## src/rtl/burst_seq_pkg.sv

```systemverilog
package burst_seq_pkg;

  typedef enum logic {
    ORD_LINEAR      = 1'b0,
    ORD_INTERLEAVED = 1'b1
  } order_e;

  // Decode of the load/advance control for one edge.
  typedef enum logic [1:0] {
    EDGE_LOAD      = 2'd0,
    EDGE_DESELECT  = 2'd1,
    EDGE_STEP      = 2'd2,
    EDGE_IDLE_STEP = 2'd3
  } edge_kind_e;

  function automatic edge_kind_e classify_edge(input logic advance,
                                               input logic cs,
                                               input logic active);
    if (!advance) return cs ? EDGE_LOAD : EDGE_DESELECT;
    return active ? EDGE_STEP : EDGE_IDLE_STEP;
  endfunction

endpackage

```

## src/rtl/burst_cmd_ctrl.sv

```systemverilog
module burst_cmd_ctrl
  import burst_seq_pkg::*;
#(
  parameter int AW = 20
) (
  input  logic          clk,
  input  logic          rst_n,
  input  logic          advance,
  input  logic          cs,
  input  logic          wr_en,
  input  logic          ilv_mode,
  input  logic [AW-1:0] addr_in,
  output logic          load_ev,
  output logic          desel_ev,
  output logic          step_ev,
  output logic          idle_step_ev,
  output logic          active,
  output logic          op_write,
  output order_e        order,
  output logic [AW-1:0] base_addr
);

  edge_kind_e kind;

  always_comb begin
    kind         = classify_edge(advance, cs, active);
    load_ev      = (kind == EDGE_LOAD);
    desel_ev     = (kind == EDGE_DESELECT);
    step_ev      = (kind == EDGE_STEP);
    idle_step_ev = (kind == EDGE_IDLE_STEP);
  end

  always_ff @(posedge clk or negedge rst_n) begin
    if (!rst_n) begin
      active    <= 1'b0;
      op_write  <= 1'b0;
      order     <= ORD_LINEAR;
      base_addr <= '0;
    end else if (load_ev) begin
      active    <= 1'b1;
      op_write  <= wr_en;
      order     <= ilv_mode ? ORD_INTERLEAVED : ORD_LINEAR;
      base_addr <= addr_in;
    end else if (desel_ev) begin
      active    <= 1'b0;
    end
  end

endmodule

```

## src/rtl/burst_beat_cnt.sv

```systemverilog
module burst_beat_cnt #(
  parameter int BW = 2
) (
  input  logic          clk,
  input  logic          rst_n,
  input  logic          clear,
  input  logic          inc,
  output logic [BW-1:0] beat,
  output logic          wrap_ev
);

  localparam logic [BW-1:0] LAST_BEAT = '1;

  assign wrap_ev = inc && (beat == LAST_BEAT);

  always_ff @(posedge clk or negedge rst_n) begin
    if (!rst_n)      beat <= '0;
    else if (clear)  beat <= '0;
    else if (inc)    beat <= beat + 1'b1;
  end

endmodule

```

## src/rtl/burst_order_gen.sv

```systemverilog
module burst_order_gen
  import burst_seq_pkg::*;
#(
  parameter int BW = 2
) (
  input  logic [BW-1:0] start_lo,
  input  logic [BW-1:0] beat,
  input  order_e        order,
  output logic [BW-1:0] lo
);

  logic [BW-1:0] ilv_lo;
  logic [BW-1:0] lin_lo;

  // Interleaved: each low bit flips with the matching beat bit.
  for (genvar i = 0; i < BW; i++) begin : g_ilv
    assign ilv_lo[i] = start_lo[i] ^ beat[i];
  end

  // Linear: carry ripples upward, wraps naturally at BW bits.
  assign lin_lo = start_lo + beat;

  assign lo = (order == ORD_INTERLEAVED) ? ilv_lo : lin_lo;

endmodule

```

## src/rtl/burst_addr_seq.sv

```systemverilog
module burst_addr_seq
  import burst_seq_pkg::*;
#(
  parameter int AW = 20,
  parameter int BW = 2
) (
  input  logic          clk,
  input  logic          rst_n,
  input  logic          advance,
  input  logic          cs,
  input  logic          wr_en,
  input  logic          ilv_mode,
  input  logic [AW-1:0] addr_in,
  output logic [AW-1:0] addr_out,
  output logic          burst_valid,
  output logic          op_write
);

  logic          load_ev;
  logic          desel_ev;
  logic          step_ev;
  logic          idle_step_ev;
  logic          wrap_ev;
  logic          active;
  order_e        order;
  logic [AW-1:0] base_addr;
  logic [BW-1:0] start_lo;
  logic [BW-1:0] beat;
  logic [BW-1:0] cur_lo;

  burst_cmd_ctrl #(.AW(AW)) u_cmd (
    .clk          (clk),
    .rst_n        (rst_n),
    .advance      (advance),
    .cs           (cs),
    .wr_en        (wr_en),
    .ilv_mode     (ilv_mode),
    .addr_in      (addr_in),
    .load_ev      (load_ev),
    .desel_ev     (desel_ev),
    .step_ev      (step_ev),
    .idle_step_ev (idle_step_ev),
    .active       (active),
    .op_write     (op_write),
    .order        (order),
    .base_addr    (base_addr)
  );

  burst_beat_cnt #(.BW(BW)) u_beat (
    .clk     (clk),
    .rst_n   (rst_n),
    .clear   (load_ev),
    .inc     (step_ev),
    .beat    (beat),
    .wrap_ev (wrap_ev)
  );

  assign start_lo = base_addr[BW-1:0];

  burst_order_gen #(.BW(BW)) u_order (
    .start_lo (start_lo),
    .beat     (beat),
    .order    (order),
    .lo       (cur_lo)
  );

  assign addr_out    = {base_addr[AW-1:BW], cur_lo};
  assign burst_valid = active;

endmodule

```

## config.mk

```make
export PLATFORM = sky130hd
export DESIGN_NAME = burst_addr_seq
export DESIGN_NICKNAME = d
export VERILOG_FILES = /design/src/rtl/burst_seq_pkg.sv /design/src/rtl/burst_cmd_ctrl.sv /design/src/rtl/burst_beat_cnt.sv /design/src/rtl/burst_order_gen.sv /design/src/rtl/burst_addr_seq.sv
export SDC_FILE = /design/constraint.sdc
export NUM_CORES = 1
export LEC_CHECK = 0
export ABC_AREA = 1
export BUFFER_PORTS_ARGS = -buffer_cell sky130_fd_sc_hd__buf_2
export CORE_ASPECT_RATIO = 1.4
export CORE_MARGIN = 1.5
export CORE_UTILIZATION = 53
export CTS_BUF_LIST = sky130_fd_sc_hd__clkbuf_8
export CTS_CLUSTER_SIZE = 20
export DETAILED_ROUTE_END_ITERATION = 8
export GPL_TIMING_DRIVEN = 0
export PLACE_DENSITY_LB_ADDON = 0.08
export SETUP_SLACK_MARGIN = 0.5
export SYNTH_ARGS = -nofsm -noshare
export SYNTH_HDL_FRONTEND = slang
export SYNTH_SLANG_ARGS = --single-unit
```

## constraint.sdc

```tcl
create_clock -name clk -period 2.7 [get_ports clk]
set_input_delay 0.54 -clock clk [delete_from_list [all_inputs] [get_ports clk]]
set_output_delay 0.54 -clock clk [all_outputs]
set_load 0.05 [all_outputs]
```

---- Word-level counts from Yosys, hierarchy flattened ----
Index checks and enable logic that the tools add are counted.
cells by class
  $add $sub $neg .......................... 2
  equality and inequality tests ........... 2
  muxes and demuxes ....................... 9
  bitwise gates (word level) .............. 2
  reduce and logical (&&, ||, !) cells .... 3
operator list
  kind                 number
  $mux 2               4
  $mux 1               5
  $reduce_bool 2->1    2
  $add 2x1->2 const B  1
  $add 2x2->2          1
  $eq 2x1->1 const B   1
  $eq 2x2->1 const B   1
  $logic_not 2->1      1
  $xor 1x1->1          2
storage, ports and cells
  register bits after elaboration ......... 25
  input port bits ......................... 26
  output and inout bits ................... 22
  word-level logic and storage cells ...... 23

---- Longest topological paths before layout ----
Gate-level depths: netlist of the first run.
  depth in word-level cells ............... 5
  mapped depth ............................ 6
  gate-level depth less buffers ........... 6

---- Modules after synthesis ----
Synthesis of the first run repeated with hierarchy kept, for this count alone.
second synthesis, totals
  cells, all modules ...................... 132
  area, all modules ....................... 1091.0 µm²
by module, submodules not included
  module           instances  cells an instance  area each (µm²)  seq. area each (µm²)
  burst_cmd_ctrl   1          103                918.4            575.6
  burst_beat_cnt   1          14                 105.1            50.0
  burst_order_gen  1          15                 67.6             0.0

---- Worst setup path after synthesis of the first run ----
Ideal clock, no wire load.
  path type ............................... register to output
  from .................................... reg u_beat.beat[0]
  to ...................................... out addr_out[1]
  arrival time ............................ 1065 ps
  data required time ...................... 2160 ps
  slack ................................... 1095 ps
  stages on the path, launching flop included .. 7
  buffers on the path ..................... 0
  path through ............................ dfrtp_1 > ha_1 > inv_1 > nor2_1 > nand3_1 > nand2_1 > inv_1
between the ends
  longest elaborated chain between the ends .. 2
ends and longest elaborated chain
  what                      RTL line               source
  start: declaration        burst_beat_cnt.sv:8    output logic [BW-1:0] beat,
  start signal: assignment  burst_beat_cnt.sv:19   else if (inc) beat <= beat + 1'b1;
  $add 2x2->2               burst_order_gen.sv:21  assign lin_lo = start_lo + beat;
  $mux 2                    burst_order_gen.sv:23  assign lo = (order == ORD_INTERLEAVED) ? ilv_lo : lin_lo;
  end: declaration          burst_addr_seq.sv:14   output logic [AW-1:0] addr_out,
No other way between the ends.

---- Worst setup path in the final report of the first run ----
Ends and elaborated chain as after synthesis.

==> results of run 1 <==
[power by group through the flow]
stage / Clock (mW) / Sequential [mW] / Combinational (mW)
detailed placement: 0 / 0.470 / 0.420
finish: 0.214 / 0.462 / 0.415
global route: 0.231 / 0.470 / 0.451
global placement: 0 / 0.466 / 0.410
floorplan: 0 / 0.473 / 0.324
CTS: 0.218 / 0.463 / 0.421
[registers in the layout (all words and copies together) (netlist names)]
name / cells
u_beat.beat: 2
u_cmd.op_write: 1
u_cmd.order: 1
u_cmd.active: 1
u_cmd.base_addr: 20
[cell usage in the layout, fill, tap and decap left out, types with 2 or more instances in the layout]
cell type and count:
buf_6 2, nand3_1 23, buf_2 49, nor2_1 4
buf_4 20, inv_1 8, dfrtp_1 25, nand2_1 49
clkbuf_8 3, a21oi_1 3
[metrics by stage]
stage	util (%)	hold WS (ns)	cells	cell area, µm²
after detailed placement	68.1	0.459	209	1470
after floorplan	-	0.244	140	1200
after global placement	68.1	0.455	209	1470
after CTS	70.2	0.267	213	1510
after global routing	70.2	0.298	213	1510
final	70.2	0.248	213	1510
[kinds of logic after synthesis]
| kind of cell | Yosys count | synth area share, % |
|---|---|---|
| buf+inv | 32 | 17.7 |
| fa+ha+maj | 1 | 1.04 |
| simple gates | 78 | 27.6 |
| compound gates | 4 | 1.66 |
| flops | 25 | 52.0 |
[worst max-delay path: stages (launching register included)]
cell	delay, ns
dfrtp_1	0.42
ha_1	0.22
inv_1	0.06
nor2_1	0.03
nand3_1	0.05
nand2_1	0.05
inv_1	0.04
buf_2	0.25
[how the worst min path moves through the flow]
stage	from	end	slack, ns
final	rst_n	u_cmd.base_addr[11]	0.25
after global routing	rst_n	u_cmd.op_write	0.30
after CTS	rst_n	u_cmd.op_write	0.27
after detailed placement	u_cmd.base_addr[11]	u_cmd.base_addr[11]	0.46
after global placement	u_cmd.base_addr[6]	u_cmd.base_addr[6]	0.45
after floorplan	rst_n	u_beat.beat[0]	0.24
[final cells by class]
class | instances | area share [%]
well taps | 22 | 1.82
clock inverters | 1 | 0.249
clock buffers | 3 | 2.73
multi-input cells | 83 | 24.1
plain buffers | 24 | 12.1
flip-flops and latches | 25 | 41.4
repair buffers | 47 | 15.6
inverters | 8 | 1.99
[layer usage]
layer	track usage [%]	vias up	share of wire [%]
met1	23.4	458	41
met5	0	-	0
li1	-	520	-
met2	37.3	35	53
met3	2.74	4	5.2
met4	9.09	0	1.3
==> impl_metrics.py, run 1 <==
metrics = {
    "routing": {
        "drtIter0Drc": 23,
        "wl_per_cell_um": 10.9,
        "vias": 1017,
        "drt_wl_total_um": 2330,
        "viasPerCell": 4.77,
        "first_pass_iters": 6,
        "drc": 0,
        "final_antenna_net_count": 0,
    },
    "yosys": {
        "synth.most_common_cell": "nand2_1",
        "synth_seq_cells": 25,
        "ys.flop_type": "dfrtp_1",
        "synth.top_cell.area_share_pct": 52.0,
        "syn_nets": 167,
        "yosysWarnings": 0,
        "syn_inst": 140,
        "synth.cell_area_um2": 1200,
        "ys_seq_area_share_pct": 52.0,
        "yosysTopAreaCell": "dfrtp_1",
        "synthTopCellsByArea": "dfrtp_1 (52%), nand2_1 (15%), buf_4 (12%)",
        "ys_types": 14,
        "synth_area_per_cell_um2": 8.59,
        "synth_common_cells": "nand2_1 (49), dfrtp_1 (25), nand3_1 (23)",
        "async_flop_share_pct": 100,
        "synth_edf_count": 0,
    },
    "power": {
        "power.density_nw_per_um2": 723,
        "p_int_mw": 0.659,
        "p_switching_mw": 0.433,
        "comb_power_share_pct": 38.1,
        "power_mw": 1.09,
        "power_frac_seq_pct": 42.3,
        "sw_frac_of_total_pct": 39.7,
        "clock_power_share_pct": 19.6,
        "ir_worst_vdd_v": 0.000508,
        "leakage_nw": 0.914,
    },
    "cells_and_area": {
        "syn2layout_area_growth_pct": 25.6,
        "multi_input_area_um2": 364,
        "fin_nets": 219,
        "drive_gt1_share_pct": 40.3,
        "insertedDiodeCount": 0,
        "seqCellArea_um2": 626,
        "nFillCells": 197,
    },
    "floorplanning": {
        "core_um2": 2150,
        "top_level_ports": 48,
        "initial_core_util_pct": 55.9,
        "num_rows": 20,
        "die_y_um": 59.4,
        "dieArea_um2": 2570,
        "die-width_um": 43.3,
    },
    "clock_network": {
        "cts_root_buf": "clkbuf_8",
        "worstSkewPairLatency_ns": 0.26,
        "numCtsBuffers": 3,
        "post_cts_buffers": 0,
        "cts_tree": "done",
        "holdBufCountCts": 0,
        "cts_resized": 0,
        "max-clock-path-buffers": 2,
        "cts.htree.levels": 1,
        "cts.sinks": 25,
        "clk_pin_slew_ns": 0.08,
    },
    "sta": {
        "slew_viol_final": 0,
        "worst_slew_pin_slew_ns": 0.540,
        "finalHoldViolCount": 0,
        "clock_skew_ns": 0.000103,
        "rsz0062_at_grt": "false",
        "relSlewSlack_pct": 64.0,
        "fin_crit_ns": 1.92,
        "setup_viol": 0,
        "timing.final.ws_setup_ns": 0.778,
        "max_freq_mhz": 520,
        "period_share_pct": 71.2,
        "finalSetupTns_ns": 0,
    },
    "hold_path": {
        "hp-class": "in2async",
    },
    "setup_path": {
        "crit_arrival_ns": 1.38,
        "reg2regPathDepth": 4,
        "critPathLaunch": "u_beat.beat[0]",
        "crit_path_end": "addr_out[1]",
        "path_class": "reg2out",
        "cp-end-kind": "primary output",
        "worstSetupStartpointType": "flip-flop",
        "r2r_slack_ns": 1.80,
        "rr_startpoint": "u_beat.beat[1]",
        "cp_max_fo": 5,
        "timing.rr.end": "u_beat.beat[1]",
        "critPathRequiredTime_ns": 2.16,
    },
    "place": {
        "gp_congestion": 0.701,
        "io_buffers": 47,
        "hpwl_um": 1820,
        "place_ws_ns": 1.07,
    },
    "global_routing": {
        "grt_pass1_wl_um": 3910,
        "antenna_found_initial": 0,
        "grt_max_degree": 26,
        "grt-ovfl-total": 0,
        "grt_pass1_vias": 955,
        "gr-usage-all-layers_pct": 20.5,
    },
    "outcome": {
        "status": "complete, no violations",
    },
    "job": {
        "drv_cap": 0,
    },
}
Power figures use the tool's default switching activity.
==> run 2: changes to the inputs <==
--- a/config.mk
+++ b/config.mk
@@ -9,7 +9,7 @@
 export BUFFER_PORTS_ARGS = -buffer_cell sky130_fd_sc_hd__buf_2
 export CORE_ASPECT_RATIO = 1.4
 export CORE_MARGIN = 1.5
-export CORE_UTILIZATION = 53
+export CORE_UTILIZATION = 49
 export CTS_BUF_LIST = sky130_fd_sc_hd__clkbuf_8
 export CTS_CLUSTER_SIZE = 20
 export DETAILED_ROUTE_END_ITERATION = 8
==> constraint.sdc (replaced) <==
create_clock -name clk -period 2 [get_ports clk]
set_input_delay 0.4 -clock clk [delete_from_list [all_inputs] [get_ports clk]]
set_output_delay 0.4 -clock clk [all_outputs]
set_load 0.05 [all_outputs]
==> impl_metrics.py, run 2 (synthesis gave the netlist of run 1 again) <==
metrics = {
    "power": {
        "leakage_nw": 0.925,
        "power.density_nw_per_um2": 993,
        "ir_worst_vdd_v": 0.000595,
    },
    "setup_path": {
        "cpMostUsedCell": "nand2_1",
        "r2r_slack_ns": 1.09,
        "critPathLaunch": "u_cmd.base_addr[0]",
        "cp-end-kind": "primary output",
        "rr_startpoint": "u_beat.beat[0]",
        "crit_path_end": "addr_out[1]",
        "critPathMaxStageDelay_ns": 0.42,
        "crit_chain": "ha_4 > nand2_1 > nand3_1 > nand2_1 > inv_1 > buf_6",
        "critPathRequiredTime_ns": 1.60,
        "crit_arrival_ns": 1.23,
        "path_class": "reg2out",
        "slowest_stage": "dfrtp_1",
        "timing.rr.end": "u_beat.beat[1]",
        "cp_max_fo": 2,
        "worstSetupStartpointType": "flip-flop",
        "reg2regPathDepth": 5,
    },
    "cells_and_area": {
        "syn2layout_area_growth_pct": 28.7,
        "fin_nets": 220,
        "final_cell_mix": "nand2_1 (49), buf_2 (47), dfrtp_1 (25)",
        "stdcell_count": 215,
        "drive_gt1_share_pct": 41.7,
        "nFillCells": 210,
        "regMostFlops": "u_cmd.base_addr",
        "final_common_cell": "nand2_1",
        "largest_reg_flops": 20,
        "insertedDiodeCount": 0,
        "top_regs": "u_cmd.base_addr: 20 flops, u_beat.beat: 2 flops",
    },
    "clock_network": {
        "numCtsBuffers": 3,
        "clk_pin_slew_ns": 0.08,
        "cts.sinks": 25,
        "cts_tree": "done",
        "holdBufCountCts": 0,
        "max-clock-path-buffers": 2,
        "cts_root_buf": "clkbuf_8",
        "worstSkewPairLatency_ns": 0.26,
        "cts.htree.levels": 1,
    },
    "sta": {
        "setup_viol": 0,
        "slew_viol_final": 0,
        "period_share_pct": 81.6,
        "fin_crit_ns": 1.63,
        "clock_skew_ns": 0.000407,
        "relSlewSlack_pct": 63.1,
        "rsz0062_at_grt": "true",
        "finalHoldViolCount": 0,
        "worst_slew_pin_slew_ns": 0.554,
        "finalSetupTns_ns": 0,
        "timing.final.ws_setup_ns": 0.369,
        "max_freq_mhz": 613,
    },
    "job": {
        "drv_cap": 0,
    },
    "global_routing": {
        "gr-usage-all-layers_pct": 18.4,
        "grt_pass1_vias": 868,
        "grt-ovfl-total": 0,
        "antenna_found_initial": 0,
        "grt_max_degree": 26,
        "grt_pass1_wl_um": 3660,
    },
    "routing": {
        "final_antenna_net_count": 0,
        "viasPerCell": 4.66,
        "drt_wl_total_um": 2290,
        "vias": 1002,
        "wl_per_cell_um": 10.6,
        "drtIter0Drc": 28,
        "drc": 0,
        "first_pass_iters": 4,
    },
    "floorplanning": {
        "num_rows": 21,
        "dieArea_um2": 2760,
        "die-width_um": 44.9,
        "initial_core_util_pct": 50.8,
        "core_um2": 2360,
        "top_level_ports": 48,
        "die_y_um": 61.6,
    },
    "outcome": {
        "status": "complete, no violations",
    },
    "place": {
        "place_inst": 210,
        "io_buffers": 47,
        "hpwl_um": 1660,
        "place_ws_ns": 0.496,
        "gp_congestion": 0.693,
    },
    "hold_path": {
        "hp-class": "in2async",
    },
}
[run 2: critical path, delay by kind of cell (launching register included)]
| family | cells | cell delay (ns) |
|---|---|---|
| adder cells (fa/ha/maj) | 1 | 0.17 |
| flip-flops | 1 | 0.42 |
| buffers and inverters | 2 | 0.18 |
| AND/OR/NAND/NOR | 3 | 0.19 |
[run 2: cell type report]
| class | count | area (µm²) | area share (%) |
|---|---|---|---|
| Sequential cell | 25 | 626 | 40.4 |
| Multi-Input combinational cell | 83 | 377 | 24.3 |
| Timing Repair Buffer | 48 | 259 | 16.7 |
| Buffer | 24 | 183 | 11.8 |
| Clock buffer | 3 | 41.3 | 2.67 |
| Inverter | 8 | 30.0 | 1.94 |
| Tap cell | 23 | 28.8 | 1.86 |
| Clock inverter | 1 | 3.75 | 0.243 |
[run 2: stage by stage]
step | hold slack (ns) | total power, mW | instance area, µm² | util [%]
2_1_floorplan | 0.104 | 1.08 | 1200 | -
3_3_place_gp | 0.420 | 1.19 | 1470 | 62.0
3_5_place_dp | 0.423 | 1.20 | 1470 | 62.0
4_1_cts | 0.125 | 1.56 | 1550 | 65.4
5_1_grt | 0.155 | 1.62 | 1550 | 65.4
6_report | 0.113 | 1.54 | 1550 | 65.4
[run 2: how the worst min path moves through the flow]
| stage | to | startpoint | slack (ns) |
|---|---|---|---|
| 5_1_grt | u_cmd.base_addr[9] | rst_n | 0.15 |
| 3_5_place_dp | u_cmd.base_addr[9] | rst_n | 0.42 |
| 4_1_cts | u_cmd.base_addr[17] | rst_n | 0.13 |
| 2_1_floorplan | u_beat.beat[0] | rst_n | 0.10 |
| 3_3_place_gp | u_cmd.base_addr[5] | rst_n | 0.42 |
| 6_report | u_cmd.base_addr[5] | rst_n | 0.11 |
[run 2: per-layer routing]
layer / GRT usage, % / wire [µm] / vias up
met3: 2.93 / 106 / 5
met4: 8.82 / 48 / 0
met2: 31.7 / 1120 / 32
met1: 22.3 / 1020 / 442
met5: 0 / 0 / -
li1: - / - / 523
[run 2: repair_timing]
action | 4_1_cts | 5_1_grt
setup endpoints to repair | 2 | 2
setup buffers | 1 | 0
pin swaps | 1 | 0
gates resized for setup | 8 | 0
[run 2: report_power, final]
| group | internal [mW] | leakage, nW | switching [mW] |
|---|---|---|---|
| clock network | 0.137 | 0.0269 | 0.152 |
| logic | 0.227 | 0.591 | 0.397 |
| registers | 0.577 | 0.306 | 0.0463 |
==> run 3: changes to the inputs <==
--- a/config.mk
+++ b/config.mk
@@ -9,7 +9,7 @@
 export BUFFER_PORTS_ARGS = -buffer_cell sky130_fd_sc_hd__buf_2
 export CORE_ASPECT_RATIO = 1.4
 export CORE_MARGIN = 1.5
-export CORE_UTILIZATION = 49
+export CORE_UTILIZATION = 45
 export CTS_BUF_LIST = sky130_fd_sc_hd__clkbuf_8
 export CTS_CLUSTER_SIZE = 20
 export DETAILED_ROUTE_END_ITERATION = 8
==> constraint.sdc (replaced) <==
create_clock -name clk -period 1.4 [get_ports clk]
set_input_delay 0.28 -clock clk [delete_from_list [all_inputs] [get_ports clk]]
set_output_delay 0.28 -clock clk [all_outputs]
set_load 0.05 [all_outputs]
==> impl_metrics.py, run 3 (synthesis gave the netlist of run 1 again) <==
metrics = {
    "power": {
        "power.density_nw_per_um2": 1310,
        "ir_worst_vdd_v": 0.000906,
        "leakage_nw": 1.06,
    },
    "place": {
        "place_inst": 223,
        "place_area_um2": 1500,
        "gp_congestion": 0.767,
        "io_buffers": 47,
        "hpwl_um": 1800,
    },
    "routing": {
        "drc": 0,
        "viasPerCell": 4.60,
        "wl_per_cell_um": 11.3,
        "first_pass_iters": 4,
        "vias": 1099,
        "final_antenna_net_count": 0,
        "drt_wl_total_um": 2700,
        "drtIter0Drc": 26,
    },
    "floorplanning": {
        "core_um2": 2590,
        "die_y_um": 64.2,
        "dieArea_um2": 3000,
        "initial_core_util_pct": 46.5,
        "num_rows": 22,
        "die-width_um": 46.7,
        "top_level_ports": 48,
    },
    "clock_network": {
        "cts.sinks": 25,
        "max-clock-path-buffers": 2,
        "holdBufCountCts": 0,
        "worstSkewPairLatency_ns": 0.27,
        "clk_pin_slew_ns": 0.08,
        "numCtsBuffers": 3,
        "cts_tree": "done",
        "cts_root_buf": "clkbuf_8",
        "cts.htree.levels": 1,
    },
    "cells_and_area": {
        "regMostFlops": "u_cmd.base_addr",
        "syn2layout_area_growth_pct": 61.3,
        "fin_nets": 231,
        "largest_reg_flops": 20,
        "final_common_cell": "nand2_1",
        "drive_gt1_share_pct": 48.3,
        "final_cell_mix": "nand2_1 (47), buf_2 (27), dfrtp_1 (24)",
        "top_regs": "u_cmd.base_addr: 20 flops, u_beat.beat: 2 flops",
        "insertedDiodeCount": 0,
        "stdcell_count": 239,
        "fin_area_um2": 1940,
    },
    "setup_path": {
        "cp-end-kind": "primary output",
        "crit_chain": "ha_4 > nand2_1 > nand3_1 > nand2_2 > clkinvlp_4 > buf_8",
        "critPathMaxStageDelay_ns": 0.42,
        "slowest_stage": "dfrtp_1",
        "path_class": "reg2out",
        "cpLargestDelayFamily": "flip-flops",
        "critPathRequiredTime_ns": 1.12,
        "cp_max_fo": 2,
        "crit_arrival_ns": 1.32,
        "worstSetupStartpointType": "flip-flop",
        "crit_buf_inv": 2,
    },
    "sta": {
        "slew_viol_final": 0,
        "relSlewSlack_pct": 62.8,
        "fin_crit_ns": 1.60,
        "period_share_pct": 114,
        "timing.final.ws_setup_ns": -0.198,
        "finalHoldWorstSlack_ns": -0.00331,
        "worst_slew_pin_slew_ns": 0.558,
        "finalHoldViolCount": 16,
        "max_freq_mhz": 626,
        "setup_viol": 1,
        "finalSetupTns_ns": -0.198,
        "rsz0062_at_grt": "true",
        "clock_skew_ns": 0.000454,
    },
    "global_routing": {
        "gr-usage-all-layers_pct": 20.2,
        "antenna_found_initial": 0,
        "grt_pass1_wl_um": 4400,
        "grt_max_degree": 26,
        "grt-ovfl-total": 0,
        "grt_pass1_vias": 1068,
    },
    "outcome": {
        "status": "complete, but fails checks",
        "violations": "negative hold slack, negative setup slack",
    },
    "job": {
        "drv_cap": 0,
    },
    "hold_path": {
        "hp-class": "in2async",
    },
}
## run 3: cell count changes in the layout (fill, tap and decap cells not counted), sizes merged
cell,delta
inv,-1
buf,+11
clkinvlp,+1
## run 3: through the flow
stage	power, mW	worst slack (ns)	utilization, %	hold slack, ns
6_report	2.53	-0.198	75.0	-0.00331
2_1_floorplan	1.58	0.0700	-	-0.0156
3_5_place_dp	1.74	-0.0202	58.1	0.305
4_1_cts	2.51	-0.217	73.0	0.0119
3_3_place_gp	1.72	0.00475	58.1	0.304
5_1_grt	2.66	-0.317	75.0	0.0251
## run 3: repair_timing
item / in CTS / in global routing
pin swaps: 4 / 1
gates resized for setup: 88 / 2
setup buffers: 6 / 6
hold endpoints to repair: 0 / 0
setup endpoints to repair: 22 / 24
## run 3: cell type report
| class | count | area, µm² |
|---|---|---|
| buffer | 24 | 250 |
| clock buffer | 3 | 41.3 |
| clock inverter | 1 | 3.75 |
| fill | 209 | 648 |
| inverter | 8 | 33.8 |
| multi-input combinational | 83 | 393 |
| sequential | 25 | 627 |
| tap | 36 | 45.0 |
| timing repair buffer | 59 | 546 |
## run 3: final timing paths
check	start	endpoint	slack (ns)	depth (start not counted)
min reg2reg	u_cmd.base_addr[11]	u_cmd.base_addr[11]	0.50	2
min in group clk	addr_in[16]	u_cmd.base_addr[16]	0.24	3
max reg2reg	u_beat.beat[0]	u_beat.beat[1]	0.45	5
max	u_beat.beat[0]	addr_out[1]	-0.20	6
max in group asynchronous	rst_n	u_cmd.active	1.01	1
min	rst_n	u_cmd.base_addr[9]	-0.003	1
## run 3: where the power goes
| part | switching (mW) | internal [mW] | leakage, nW |
|---|---|---|---|
| registers | 0.0827 | 0.825 | 0.305 |
| clock network | 0.218 | 0.196 | 0.0269 |
| logic | 0.639 | 0.574 | 0.726 |
| total | 0.939 | 1.60 | 1.06 |
## run 3: worst reg2reg max path, cell delays in order (launching register included)
cell	delay, ns
dfrtp_1	0.42
buf_4	0.17
inv_1	0.06
nand2_1	0.05
nand3_1	0.08
o21ai_0	0.07
## run 3: per-layer routing
metal / wire length [µm] / vias to the layer above / GRT usage (%)
met3: 143 / 5 / 3.11
met4: 48 / 0 / 8.33
met5: 0 / - / 0
met1: 981 / 515 / 21.9
li1: - / 544 / -
met2: 1530 / 35 / 36.6
